[src/rtl/rx_gain_pkg.sv]
package rx_gain_pkg;

  // Strobes from the control to the code datapath, one cycle each.
  typedef struct packed {
    logic loadInit;   // reload from configured initial code
    logic loadStart;  // load the start code at reception start
    logic stepUp;     // increment the code by one
    logic takeSnap;   // capture the current code
  } gainStrobes_t;

endpackage

[src/rtl/rx_gain_ctrl.sv]
module rx_gain_ctrl #(
  parameter int PULSE_LIMIT = 8
) (
  input  logic                      clk,
  input  logic                      rstN,
  input  logic                      agcEnable,
  input  logic                      wholeWindow,
  input  logic                      resetGainCmd,
  input  logic                      rxWindow,
  input  logic                      wideCmp,
  input  logic                      subPulse,
  input  logic                      atMax,
  input  logic                      stepBusy,
  output rx_gain_pkg::gainStrobes_t strobes
);
  localparam int CNT_W = $clog2(PULSE_LIMIT + 1);

  logic             rxWindowD;
  logic             wideCmpD;
  logic [CNT_W-1:0] pulseCnt;
  logic             winRise;
  logic             winFall;
  logic             cmpToggle;
  logic             pulseOpen;
  logic             stepOk;

  always_ff @(posedge clk or negedge rstN) begin
    if (!rstN) begin
      rxWindowD <= 1'b0;
      wideCmpD  <= 1'b0;
    end else begin
      rxWindowD <= rxWindow;
      wideCmpD  <= wideCmp;
    end
  end

  assign winRise   = rxWindow & ~rxWindowD;
  assign winFall   = ~rxWindow & rxWindowD;
  assign cmpToggle = wideCmp ^ wideCmpD;
  assign pulseOpen = (pulseCnt < CNT_W'(PULSE_LIMIT));

  // Sub-carrier pulse counter, restarted at each reception start.
  always_ff @(posedge clk or negedge rstN) begin
    if (!rstN) begin
      pulseCnt <= '0;
    end else if (winRise) begin
      pulseCnt <= '0;
    end else if (rxWindow && subPulse && pulseOpen) begin
      pulseCnt <= pulseCnt + 1'b1;
    end
  end

  assign stepOk = agcEnable & rxWindow & rxWindowD & (wholeWindow | pulseOpen)
                & ~stepBusy & ~atMax & cmpToggle;

  always_comb begin
    strobes           = '0;
    strobes.takeSnap  = winRise;
    strobes.loadInit  = resetGainCmd | winFall;
    strobes.loadStart = winRise & agcEnable & ~resetGainCmd;
    strobes.stepUp    = stepOk & ~resetGainCmd;
  end

  assert_cnt_bound_R7: assert property (@(posedge clk) disable iff (!rstN)
    pulseCnt <= CNT_W'(PULSE_LIMIT));

  assert_closed_count_R7: assert property (@(posedge clk) disable iff (!rstN)
    (!wholeWindow && !pulseOpen) |-> !strobes.stepUp);

  assert_enable_gate_R10: assert property (@(posedge clk) disable iff (!rstN)
    !agcEnable |-> !(strobes.stepUp || strobes.loadStart));

endmodule

[src/rtl/rx_gain_path.sv]
module rx_gain_path #(
  parameter int MAX_CODE    = 10,
  parameter int PRESET_CODE = 4,
  parameter int CODE_W      = 4
) (
  input  logic                      clk,
  input  logic                      rstN,
  input  rx_gain_pkg::gainStrobes_t strobes,
  input  logic                      presetStart,
  input  logic [CODE_W-1:0]         initCode,
  output logic [CODE_W-1:0]         gainCode,
  output logic [CODE_W-1:0]         snapshot,
  output logic                      reducePulse,
  output logic                      atMax
);
  logic [CODE_W-1:0] initClamped;
  logic [CODE_W-1:0] startCode;
  logic [CODE_W-1:0] codeNext;
  logic              pulseNext;

  assign initClamped = (initCode > CODE_W'(MAX_CODE)) ? CODE_W'(MAX_CODE) : initCode;
  assign startCode   = presetStart ? CODE_W'(PRESET_CODE) : '0;
  assign atMax       = (gainCode >= CODE_W'(MAX_CODE));

  always_comb begin
    codeNext  = gainCode;
    pulseNext = 1'b0;
    if (strobes.loadInit) begin
      codeNext = initClamped;
    end else if (strobes.loadStart) begin
      codeNext = startCode;
    end else if (strobes.stepUp) begin
      codeNext  = gainCode + 1'b1;
      pulseNext = 1'b1;
    end
  end

  always_ff @(posedge clk or negedge rstN) begin
    if (!rstN) begin
      gainCode    <= '0;
      reducePulse <= 1'b0;
    end else begin
      gainCode    <= codeNext;
      reducePulse <= pulseNext;
    end
  end

  always_ff @(posedge clk or negedge rstN) begin
    if (!rstN) begin
      snapshot <= '0;
    end else if (strobes.takeSnap) begin
      snapshot <= gainCode;
    end
  end

  assert_code_range_R1: assert property (@(posedge clk) disable iff (!rstN)
    gainCode <= CODE_W'(MAX_CODE));

  assert_step_plus_one_R5: assert property (@(posedge clk) disable iff (!rstN)
    reducePulse |-> (gainCode == $past(gainCode) + 1'b1));

  assert_step_spacing_R6: assert property (@(posedge clk) disable iff (!rstN)
    reducePulse |=> !reducePulse);

endmodule

[src/rtl/rx_gain_decode.sv]
module rx_gain_decode #(
  parameter int WIN_STEPS  = 4,
  parameter int GAIN_STEPS = 6,
  parameter int CODE_W     = 4,
  parameter int WIN_W      = 3,
  parameter int GAIN_W     = 3
) (
  input  logic [CODE_W-1:0] gainCode,
  output logic [WIN_W-1:0]  winStep,
  output logic [GAIN_W-1:0] gainStep
);
  localparam int MAX_CODE = WIN_STEPS + GAIN_STEPS;

  // Window widens first; gain cut starts after the window is fully open.
  always_comb begin
    if (gainCode >= CODE_W'(WIN_STEPS)) begin
      winStep = WIN_W'(WIN_STEPS);
    end else begin
      winStep = WIN_W'(gainCode);
    end
  end

  always_comb begin
    if (gainCode > CODE_W'(MAX_CODE)) begin
      gainStep = GAIN_W'(GAIN_STEPS);
    end else if (gainCode > CODE_W'(WIN_STEPS)) begin
      gainStep = GAIN_W'(gainCode - CODE_W'(WIN_STEPS));
    end else begin
      gainStep = '0;
    end
  end

endmodule

[src/rtl/rx_gain_stepper.sv]
module rx_gain_stepper #(
  parameter int WIN_STEPS   = 4,
  parameter int GAIN_STEPS  = 6,
  parameter int PULSE_LIMIT = 8,
  parameter int CODE_W      = $clog2(WIN_STEPS + GAIN_STEPS + 1),
  parameter int WIN_W       = $clog2(WIN_STEPS + 1),
  parameter int GAIN_W      = $clog2(GAIN_STEPS + 1)
) (
  input  logic              clk,
  input  logic              rstN,
  input  logic              agcEnable,
  input  logic              wholeWindow,
  input  logic              presetStart,
  input  logic [CODE_W-1:0] initCode,
  input  logic              resetGainCmd,
  input  logic              rxWindow,
  input  logic              wideCmp,
  input  logic              subPulse,
  output logic [CODE_W-1:0] gainCode,
  output logic [WIN_W-1:0]  winStep,
  output logic [GAIN_W-1:0] gainStep,
  output logic              reducePulse,
  output logic [CODE_W-1:0] snapshot
);
  localparam int MAX_CODE = WIN_STEPS + GAIN_STEPS;

  rx_gain_pkg::gainStrobes_t strobes;
  logic                      atMax;

  rx_gain_ctrl #(.PULSE_LIMIT(PULSE_LIMIT)) u_ctrl (
    .clk          (clk),
    .rstN         (rstN),
    .agcEnable    (agcEnable),
    .wholeWindow  (wholeWindow),
    .resetGainCmd (resetGainCmd),
    .rxWindow     (rxWindow),
    .wideCmp      (wideCmp),
    .subPulse     (subPulse),
    .atMax        (atMax),
    .stepBusy     (reducePulse),
    .strobes      (strobes)
  );

  rx_gain_path #(
    .MAX_CODE    (MAX_CODE),
    .PRESET_CODE (WIN_STEPS),
    .CODE_W      (CODE_W)
  ) u_path (
    .clk         (clk),
    .rstN        (rstN),
    .strobes     (strobes),
    .presetStart (presetStart),
    .initCode    (initCode),
    .gainCode    (gainCode),
    .snapshot    (snapshot),
    .reducePulse (reducePulse),
    .atMax       (atMax)
  );

  rx_gain_decode #(
    .WIN_STEPS  (WIN_STEPS),
    .GAIN_STEPS (GAIN_STEPS),
    .CODE_W     (CODE_W),
    .WIN_W      (WIN_W),
    .GAIN_W     (GAIN_W)
  ) u_decode (
    .gainCode (gainCode),
    .winStep  (winStep),
    .gainStep (gainStep)
  );

  function automatic logic [CODE_W-1:0] clampCode(input logic [CODE_W-1:0] val);
    return (val > CODE_W'(MAX_CODE)) ? CODE_W'(MAX_CODE) : val;
  endfunction

  assert_steps_ordered_R1: assert property (@(posedge clk) disable iff (!rstN)
    (gainStep != '0) |-> (winStep == WIN_W'(WIN_STEPS)));

  assert_snap_on_rise_R3: assert property (@(posedge clk) disable iff (!rstN)
    (rxWindow && !$past(rxWindow)) |=> (snapshot == $past(gainCode)));

  assert_start_load_R4: assert property (@(posedge clk) disable iff (!rstN)
    (rxWindow && !$past(rxWindow) && agcEnable && !resetGainCmd)
      |=> (gainCode == (($past(presetStart)) ? CODE_W'(WIN_STEPS) : '0)));

  assert_fall_reload_R8: assert property (@(posedge clk) disable iff (!rstN)
    (!rxWindow && $past(rxWindow)) |=> (gainCode == clampCode($past(initCode))));

  assert_cmd_reload_R9: assert property (@(posedge clk) disable iff (!rstN)
    resetGainCmd |=> (gainCode == clampCode($past(initCode))));

endmodule

[config.mk]
export PLATFORM = sky130hd
export DESIGN_NAME = rx_gain_stepper
export DESIGN_NICKNAME = d
export VERILOG_FILES = /design/src/rtl/rx_gain_pkg.sv /design/src/rtl/rx_gain_ctrl.sv /design/src/rtl/rx_gain_path.sv /design/src/rtl/rx_gain_decode.sv /design/src/rtl/rx_gain_stepper.sv
export SDC_FILE = /design/constraint.sdc
export NUM_CORES = 1
export LEC_CHECK = 0
export CELL_PAD_IN_SITES_DETAIL_PLACEMENT = 1
export CELL_PAD_IN_SITES_GLOBAL_PLACEMENT = 1
export CORE_ASPECT_RATIO = 0.75
export CORE_MARGIN = 3
export CORE_UTILIZATION = 30
export DETAILED_ROUTE_END_ITERATION = 10
export HOLD_SLACK_MARGIN = 0.02
export PLACE_DENSITY_LB_ADDON = 0.15
export SETUP_SLACK_MARGIN = 0.5
export SYNTH_ARGS = -nofsm -noshare
export SYNTH_HDL_FRONTEND = slang
export SYNTH_HIERARCHICAL = 1
export SYNTH_SLANG_ARGS = --single-unit
[constraint.sdc]
create_clock -name clk -period 2.6 [get_ports clk]
set_clock_uncertainty 0.15 [all_clocks]
set_input_delay 0.52 -clock clk [delete_from_list [all_inputs] [get_ports clk]]
set_output_delay 0.52 -clock clk [all_outputs]
set_load 0.005 [all_outputs]
# Yosys cells after proc, flatten, opt, wreduce, memory -nomap -nowiden
# Index checks and enable logic that the tools add are counted.
[word_totals]
regBits = 15
latch_bits = 0
ram_bits = 0
rom_bits = 0
in_bits = 13
wordCells = 51
mem_count = 0
[op_classes]
add_sub_neg = 3
mul = 0
div = 0
n_lt_le_gt_ge = 6
n_eq_ne = 0
shift = 0
n_mux = 13
bitwise = 19
n_reduce_logical = 4
[op_table]
columns = ["operator", "n"]
rows = [
  ["two-way mux 4 bit", 6],
  ["two-way mux 3 bit", 4],
  ["AND 1 bit", 11],
  ["adder 4 x 1 -> 4 bit (second input constant)", 2],
  ["greater-than comparator 4 bit (second input constant)", 2],
  ["NOT 1 bit", 5],
  ["greater-or-equal comparator 4 x 3 -> 1 bit (second input constant)", 1],
  ["greater-or-equal comparator 4 bit (second input constant)", 1],
  ["greater-than comparator 4 x 3 -> 1 bit (second input constant)", 1],
  ["less-than comparator 4 bit (second input constant)", 1],
  ["two-way mux 1 bit", 3],
  ["nonzero test 3 bit", 1],
  ["subtractor 3 bit (second input constant)", 1],
  ["logical AND 1 bit", 2],
  ["bitwise OR 1 bit", 2],
  ["nonzero test 2 bit", 1],
  ["bitwise XOR 1 bit", 1],
]

# Longest topological paths before layout
# Gate-level depths: netlist (run 1).
[depth]
ltp_word = 10
ltp_mapped = 8

# Modules after synthesis
# The synthesis (run 1) kept the hierarchy.
[modules_own_cells]
columns = ["module", "n_inst", "cells_per_inst", "area_each_um2"]
rows = [
  ["rx_gain_path", 1, 35, 434.2],
  ["rx_gain_ctrl", 1, 35, 342.8],
  ["rx_gain_decode", 1, 10, 61.3],
]

# Worst setup path before layout (run 1)
# No wires, ideal clock.
[synth_timing]
kind = "reg2reg"
from = "register u_path.gainCode[0]"
to = "register u_path.gainCode[3]"
arrival_ns = 2.405
path_slack_ns = -0.077
stages_incl_launch_ff = 9
n_path_buf = 0
synth_period_minus_slack_ns = 2.677
path_cell_list = "dfrtp_1 > inv_1 > ha_1 > o31a_1 > or4_4 > nor4b_2 > nand4_1 > xnor2_1 > a22o_2"
[synth_rtl]
columns = ["item", "line", "rtl"]
rows = [
  ["from (decl)", "rx_gain_path.sv:11", "output logic [CODE_W-1:0] gainCode,"],
  ["from (signal assigned)", "rx_gain_path.sv:43", "gainCode <= codeNext;"],
]

==> summary.txt, run 1 <==
Die
  • Die height: 51.8 um
  • I/O Pins: 28
  • Core box area: 0.00248 mm^2
  • Num rows: 15
  • Starting Density: 0.338
  • Total Die Area: 0.00347 mm^2
  • Die W: 67.0 um

STA
  • Max frequency: 424 MHz
  • Final min period: 2.36 ns
  • Finish-stage setup viols: 0
  • RSZ-0062 raised after global routing: true
  • Slew Limit Fails: 0
  • Slew margin rel.: 0.526
  • Worst Tran Pin Value: 0.708 ns
  • Final period util: 0.907
  • WHS: 0.355 ns
  • Final Hold Fails: 0

Power and ir drop
  • Sw Share: 0.286
  • Worst IR Drop VDD: 0.000374 V
  • Sequential share of power: 0.426
  • Total chip power: 686 uW
  • Psw: 196 uW
  • Gate power share: 0.292
  • PD cells: 529 mW/mm^2
  • Leakage: 0.600 nW
  • Int Pwr: 490 uW
  • Clock share of power: 0.281

Clock tree
  • Num CTS Buffers: 3
  • Worst-Skew Late Latency: 0.25 ns
  • CTS tree: built
  • # clock sinks: 15
  • Clock Pin Slew Worst Setup and Hold Paths: 0.06 ns
  • Clk root buf: clkbuf_8
  • Clk buf depth: 2
  • Max H-tree Level: 1

Worst setup path
  • CP delay by family, top: simple AND/OR/NAND/NOR gates
  • Crit-path max FO: 3
  • Critical Path Sink Type: register
  • Critical path required time: 2.64 ns
  • Worst Path Buf+Inv: 1
  • Critical path, cell by cell: ha_4 -> o31a_1 -> or4_4 -> nor4b_4 -> buf_4 -> mux2i_1 -> a22o_1
  • CP max-delay cell: or4_4
  • Max incr delay on CP: 0.44 ns
  • Worst path arrival time: 2.40 ns
  • Crit Path Category: register to register
  • CP Launch Type: register

Yosys
  • Mapped Cells: 80
  • Mapped Nets: 96
  • Number of synthesized flops with an enable pin: 0
  • Post-Syn Area: 838 um^2
  • Post-synth ARST share: 1.00
  • Synth Flop Type: dfrtp_1
  • Syn_area_per_cell: 10.5 um^2
  • Cell variety after synth: 35
  • Yosys warns: 6
  • Yosys reg bits: 15
  • Seq/Total Area, Yosys: 0.448

Detailed routing
  • Initial DRT Pass Iterations: 4
  • Initial drt markers: 25
  • Via density per instance: 4.94
  • Routed WL: 2.45 mm
  • Vias: 751
  • Drt wl/cell: 16.1 um
  • Post-route DRC violation count: 0
  • Final ANT Viol Nets: 0

Final layout
  • Antenna diode count: 0
  • Fraction of layout cells with a size suffix above 1: 0.314
  • Final #Nets: 135
  • Fin area: 0.00130 mm^2
  • Filler Cell Count: 293
  • Layout area overhead: 54.8%

Placement
  • HPWL after DPL: 1.74 mm
  • GPL Wtd Cong: 0.732
  • Area after DPL: 0.00118 mm^2
  • Number of port buffers: 27

Global routing
  • Initial antenna violation count: 0
  • Largest net degree at the start of global routing: 16
  • GRT Total Usage: 0.158
  • Congestion Overflow GR: 0
  • First-pass GRT wire length: 3.96 mm
  • Vias in the first global route: 844

Hold path
  • Worst hold path class: register to register

Status
  • Status: finished clean

Flow run
  • Max-cap violations: 0
-- power groups by stage --
stage                     registers, mW  clock network, mW  logic [mW]
final                             0.293              0.193       0.201
after global routing              0.299              0.214       0.222
after detailed placement          0.300                  0       0.183
after CTS                         0.293              0.199       0.194
after floorplan                   0.297                  0      0.0746
after global placement            0.299                  0       0.176
-- kinds of logic (layout without fill, tap and decap cells) --
logic type,count (synthesis),in the layout,share of synthesized area
muxes,5,5,0.0657
AOI/OAI and AO/OA,12,12,0.110
and+or+nand+nor,32,32,0.233
DFF,15,15,0.448
buffers and inverters,8,46,0.0448
adders and majority gates,4,4,0.0567
xor gates and xnor gates,4,4,0.0418
-- cell type report --
cell class,instances,area (um^2),share of cell area
Multi-Input combinational cell,57,470,0.363
Sequential cell,15,379,0.292
Timing Repair Buffer,37,340,0.262
Tap cell,34,42.5,0.0328
Clock buffer,3,41.3,0.0318
Inverter,5,18.8,0.0145
Clock inverter,1,5.00,0.00386
-- synth_stat cells (2+ instances only) --
library cell  count  area share
a21o_1            3       0.027
buf_4             2       0.018
dfrtp_1          15        0.45
ha_1              3       0.045
inv_1             4       0.018
mux2_2            4       0.054
nand2_1           7       0.031
nand3_1           5       0.030
nand3b_1          3       0.027
nand4_1           2       0.015
nor2_1            3       0.013
nor2_2            2       0.015
nor2b_1           2       0.015
o21ai_0           2       0.012
xnor2_1           3       0.031
-- cells in the final DEF (no fill, tap or decap), types with 3 or more instances in the layout --
cell / count
dfrtp_1: 12
dlygate4sd2_1: 4
buf_4: 8
nor2_1: 3
dfrtp_2: 3
inv_2: 3
a21o_1: 3
nand2_1: 6
nand3b_1: 3
mux2_2: 4
nand3_1: 5
clkdlybuf4s50_1: 19
clkbuf_8: 3
-- timing repair --
| action | CTS | global route |
|---|---|---|
| buffers inserted | 5 | 1 |
| hold buffers | 0 | 0 |
| setup endpoints to repair | 10 | 10 |
| pin swaps | 6 | 2 |
| resized for setup | 14 | 10 |
-- registers in the layout (all words and copies together) (netlist names) --
signal,count
u_ctrl/rxWindowD,1
u_path/snapshot,4
u_path/gainCode,4
u_ctrl/wideCmpD,1
u_ctrl/pulseCnt,4
u_path/reducePulse,1
-- stage by stage --
stage          setup WS, ns  setup TNS, ns   util  cells
5_1_grt               0.165              0  0.524    152
6_report              0.241              0  0.524    152
2_1_floorplan         0.189              0      -     80
3_5_place_dp         -0.161         -0.448  0.475    142
3_3_place_gp        -0.0814         -0.185  0.475    142
4_1_cts               0.273              0  0.511    151
-- metal layers --
metal  part of all wire  vias up  track usage
met3              0.038        2       0.0454
li1                   -      362            -
met2               0.52       15        0.289
met5                  0        -            0
met4             0.0057        0       0.0505
met1               0.43      372        0.176
-- worst reg2reg max path, stage by stage (launching register included) --
cell and delay (ns):
dfrtp_2 0.43, ha_4 0.16, o31a_1 0.26, or4_4 0.44
nor4b_4 0.28, buf_4 0.20, mux2i_1 0.22, a22o_1 0.17
-- final timing paths --
check | startpoint | to | slack, ns | cells past startpoint
hold / removal | u_path/snapshot[3]$_DFFE_PN0P_ | u_path/snapshot[3]$_DFFE_PN0P_ | 0.36 | 1
hold reg to reg | u_path/snapshot[3]$_DFFE_PN0P_ | u_path/snapshot[3]$_DFFE_PN0P_ | 0.36 | 1
setup / recovery | u_path/gainCode[1]$_DFFE_PN0P_ | u_path/gainCode[1]$_DFFE_PN0P_ | 0.24 | 7
min in group asynchronous | rstN | u_path/gainCode[2]$_DFFE_PN0P_ | 0.54 | 1
max in group asynchronous | rstN | u_path/gainCode[3]$_DFFE_PN0P_ | 1.26 | 1
setup reg to reg | u_path/gainCode[1]$_DFFE_PN0P_ | u_path/gainCode[1]$_DFFE_PN0P_ | 0.24 | 7
No activity file was read; power rests on OpenSTA's default activity.
==> run 2, diff against run 1 <==
--- a/config.mk
+++ b/config.mk
@@ -5,11 +5,9 @@
 export SDC_FILE = /design/constraint.sdc
 export NUM_CORES = 1
 export LEC_CHECK = 0
-export CELL_PAD_IN_SITES_DETAIL_PLACEMENT = 1
-export CELL_PAD_IN_SITES_GLOBAL_PLACEMENT = 1
 export CORE_ASPECT_RATIO = 0.75
 export CORE_MARGIN = 3
-export CORE_UTILIZATION = 30
+export CORE_UTILIZATION = 40
 export DETAILED_ROUTE_END_ITERATION = 10
 export HOLD_SLACK_MARGIN = 0.02
 export PLACE_DENSITY_LB_ADDON = 0.15
==> summary.txt, run 2 (synthesized netlist as in run 1, its figures left out) <==
Placement
  • Placed cell count: 131 (-7.7%)
  • GPL Wtd Cong: 0.739 (+0.93%)
  • HPWL after DPL: 1.42 mm (-18%)
  • Placement Setup Slack: -0.192 ns (-0.0318 ns)
  • Area after DPL: 0.00117 mm^2 (-0.64%)
  • Number of port buffers: 27 (unchanged)

Detailed routing
  • Post-route DRC violation count: 0 (unchanged)
  • Via density per instance: 5.28 (+6.9%)
  • Initial drt markers: 26 (+4.0%)
  • Final ANT Viol Nets: 0 (unchanged)
  • Drt wl/cell: 13.6 um (-16%)
  • Vias: 745 (-0.80%)
  • Initial DRT Pass Iterations: 6 (+2)
  • Routed WL: 1.91 mm (-22%)

Clock tree
  • Clk buf depth: 2 (unchanged)
  • CTS Hold Buffers Added: 0 (unchanged)
  • Clock Pin Slew Worst Setup and Hold Paths: 0.10 ns (+0.04 ns)
  • Clk root buf: clkbuf_4
  • # clock sinks: 15 (unchanged)
  • CTS tree: built
  • Max H-tree Level: 1 (unchanged)
  • Worst-Skew Late Latency: 0.29 ns (+0.04 ns)
  • Num CTS Buffers: 3 (unchanged)

STA
  • Slew Limit Fails: 0 (unchanged)
  • Final period util: 0.894 (-0.0129)
  • RSZ-0062 raised after global routing: true
  • Setup ws final: 0.275 ns (+0.0335 ns)
  • Final Hold Fails: 0 (unchanged)
  • Final min period: 2.33 ns (-0.0335 ns)
  • Worst Tran Pin Value: 0.676 ns (-0.0327 ns)
  • Slew margin rel.: 0.548 (+0.0218)
  • Finish-stage setup viols: 0 (unchanged)
  • Max frequency: 430 MHz (+1.4%)

Global routing
  • Largest net degree at the start of global routing: 16 (unchanged)
  • Congestion Overflow GR: 0 (unchanged)
  • Initial antenna violation count: 0 (unchanged)
  • First-pass GRT wire length: 3.18 mm (-20%)
  • Vias in the first global route: 689 (-18%)
  • GRT Total Usage: 0.160 (+0.00201)

Worst setup path
  • Crit-path max FO: 4 (+1)
  • CP delay by family, top: simple AND/OR/NAND/NOR gates
  • Max incr delay on CP: 0.43 ns (about the same)
  • CP max-delay cell: dfrtp_2
  • Crit Path Category: register to register
  • Crit. Startpoint: u_path/gainCode[1]$_DFFE_PN0P_
  • Worst path arrival time: 2.37 ns (-0.03 ns)
  • Critical path, cell by cell: ha_2 -> o31a_1 -> or4_4 -> nor4b_4 -> nand4_1 -> xnor2_1 -> a22o_2
  • Critical path depth in cells: 7 (unchanged)
  • Critical Path Sink Type: register
  • FF-to-FF End: u_path/gainCode[3]$_DFFE_PN0P_
  • Worst Path Buf+Inv: 0 (-1)
  • R2R depth: 7 (unchanged)
  • R2r startpoint: u_path/gainCode[1]$_DFFE_PN0P_
  • CP Launch Type: register
  • Critical path required time: 2.64 ns (about the same)
  • R2R Setup Slk: 0.27 ns (+0.03 ns)
  • Crit path to: u_path/gainCode[3]$_DFFE_PN0P_

Status
  • Status: finished clean

Flow run
  • Max-cap violations: 0 (unchanged)

Die
  • Starting Density: 0.452 (+0.114)
  • Die height: 45.6 um (-12%)
  • I/O Pins: 28 (unchanged)
  • Core box area: 0.00185 mm^2 (-25%)
  • Total Die Area: 0.00269 mm^2 (-23%)
  • Die W: 58.9 um (-12%)
  • Num rows: 13 (-2)

Power and ir drop
  • Leakage: 0.569 nW (-5.1%)
  • Worst IR Drop VDD: 0.000325 V (-13%)
  • PD cells: 491 mW/mm^2 (-7.1%)

Hold path
  • Hold path start: wideCmp
  • Worst hold path class: input pin to register

Final layout
  • Final std cells w/o fill: 141 (-7.2%)
  • Fin area: 0.00124 mm^2 (-4.1%)
  • Fraction of layout cells with a size suffix above 1: 0.286 (-0.0278)
  • Fin util: 0.671 (+0.147)
  • Most common cell after layout, fill and taps aside: clkdlybuf4s50_1
  • Most frequent cells in the layout: clkdlybuf4s50_1, dfrtp_1, buf_4, nand2_1, nand3_1
  • Final #Nets: 136 (+0.74%)
  • Top Registers: u_ctrl/pulseCnt: 4 flops, u_path/gainCode: 4 flops, u_path/snapshot: 4 flops
  • Antenna diode count: 0 (unchanged)
  • Layout area overhead: 48.4%
==> run 2: area by class of cell <==
type | instances | area [um^2]
timing repair buffer | 38 | 347
multi-input combinational | 57 | 444
fill | 163 | 611
inverter | 5 | 18.8
tap | 22 | 27.5
clock inverter | 1 | 5.00
clock buffer | 3 | 22.5
sequential | 15 | 379
==> run 2: worst min-delay path by stage <==
stage | end | depth (start not counted)
finish | u_ctrl/wideCmpD$_DFF_PN0_ | 1
global route | u_ctrl/wideCmpD$_DFF_PN0_ | 1
CTS | u_ctrl/wideCmpD$_DFF_PN0_ | 1
detailed placement | u_path/snapshot[3]$_DFFE_PN0P_ | 1
global placement | u_path/snapshot[0]$_DFFE_PN0P_ | 1
floorplan | u_ctrl/pulseCnt[0]$_DFFE_PN0P_ | 0
==> run 2: repair_timing <==
| action | 4_1_cts | 5_1_grt |
|---|---|---|
| pin swaps | 4 | 1 |
| buffers inserted | 6 | 0 |
| setup endpoints to repair | 10 | 9 |
| gates resized for setup | 12 | 4 |
==> run 2: through the flow <==
step / total power, mW / hold slack, ns / setup TNS, ns
CTS: 0.616 / 0.347 / 0
global route: 0.651 / 0.347 / 0
detailed placement: 0.476 / 0.347 / -0.566
finish: 0.611 / 0.351 / 0
floorplan: 0.371 / 0.0744 / 0
global placement: 0.471 / 0.339 / -0.330
==> run 2: per-layer routing <==
layer  wire length, um  track usage  up-vias
li1                  -            -      367
met1               893        0.213      355
met2               875        0.262       23
met3               145       0.0595        0
met4                 0       0.0136        0
met5                 0            0        -
==> run 2: power by group <==
| group | total (mW) | switching, mW | internal (mW) | leakage (nW) |
|---|---|---|---|---|
| registers | 0.290 | 0.0269 | 0.264 | 0.187 |
| logic | 0.185 | 0.0707 | 0.114 | 0.364 |
| clock network | 0.135 | 0.0782 | 0.0572 | 0.0177 |
| total | 0.611 | 0.176 | 0.435 | 0.569 |
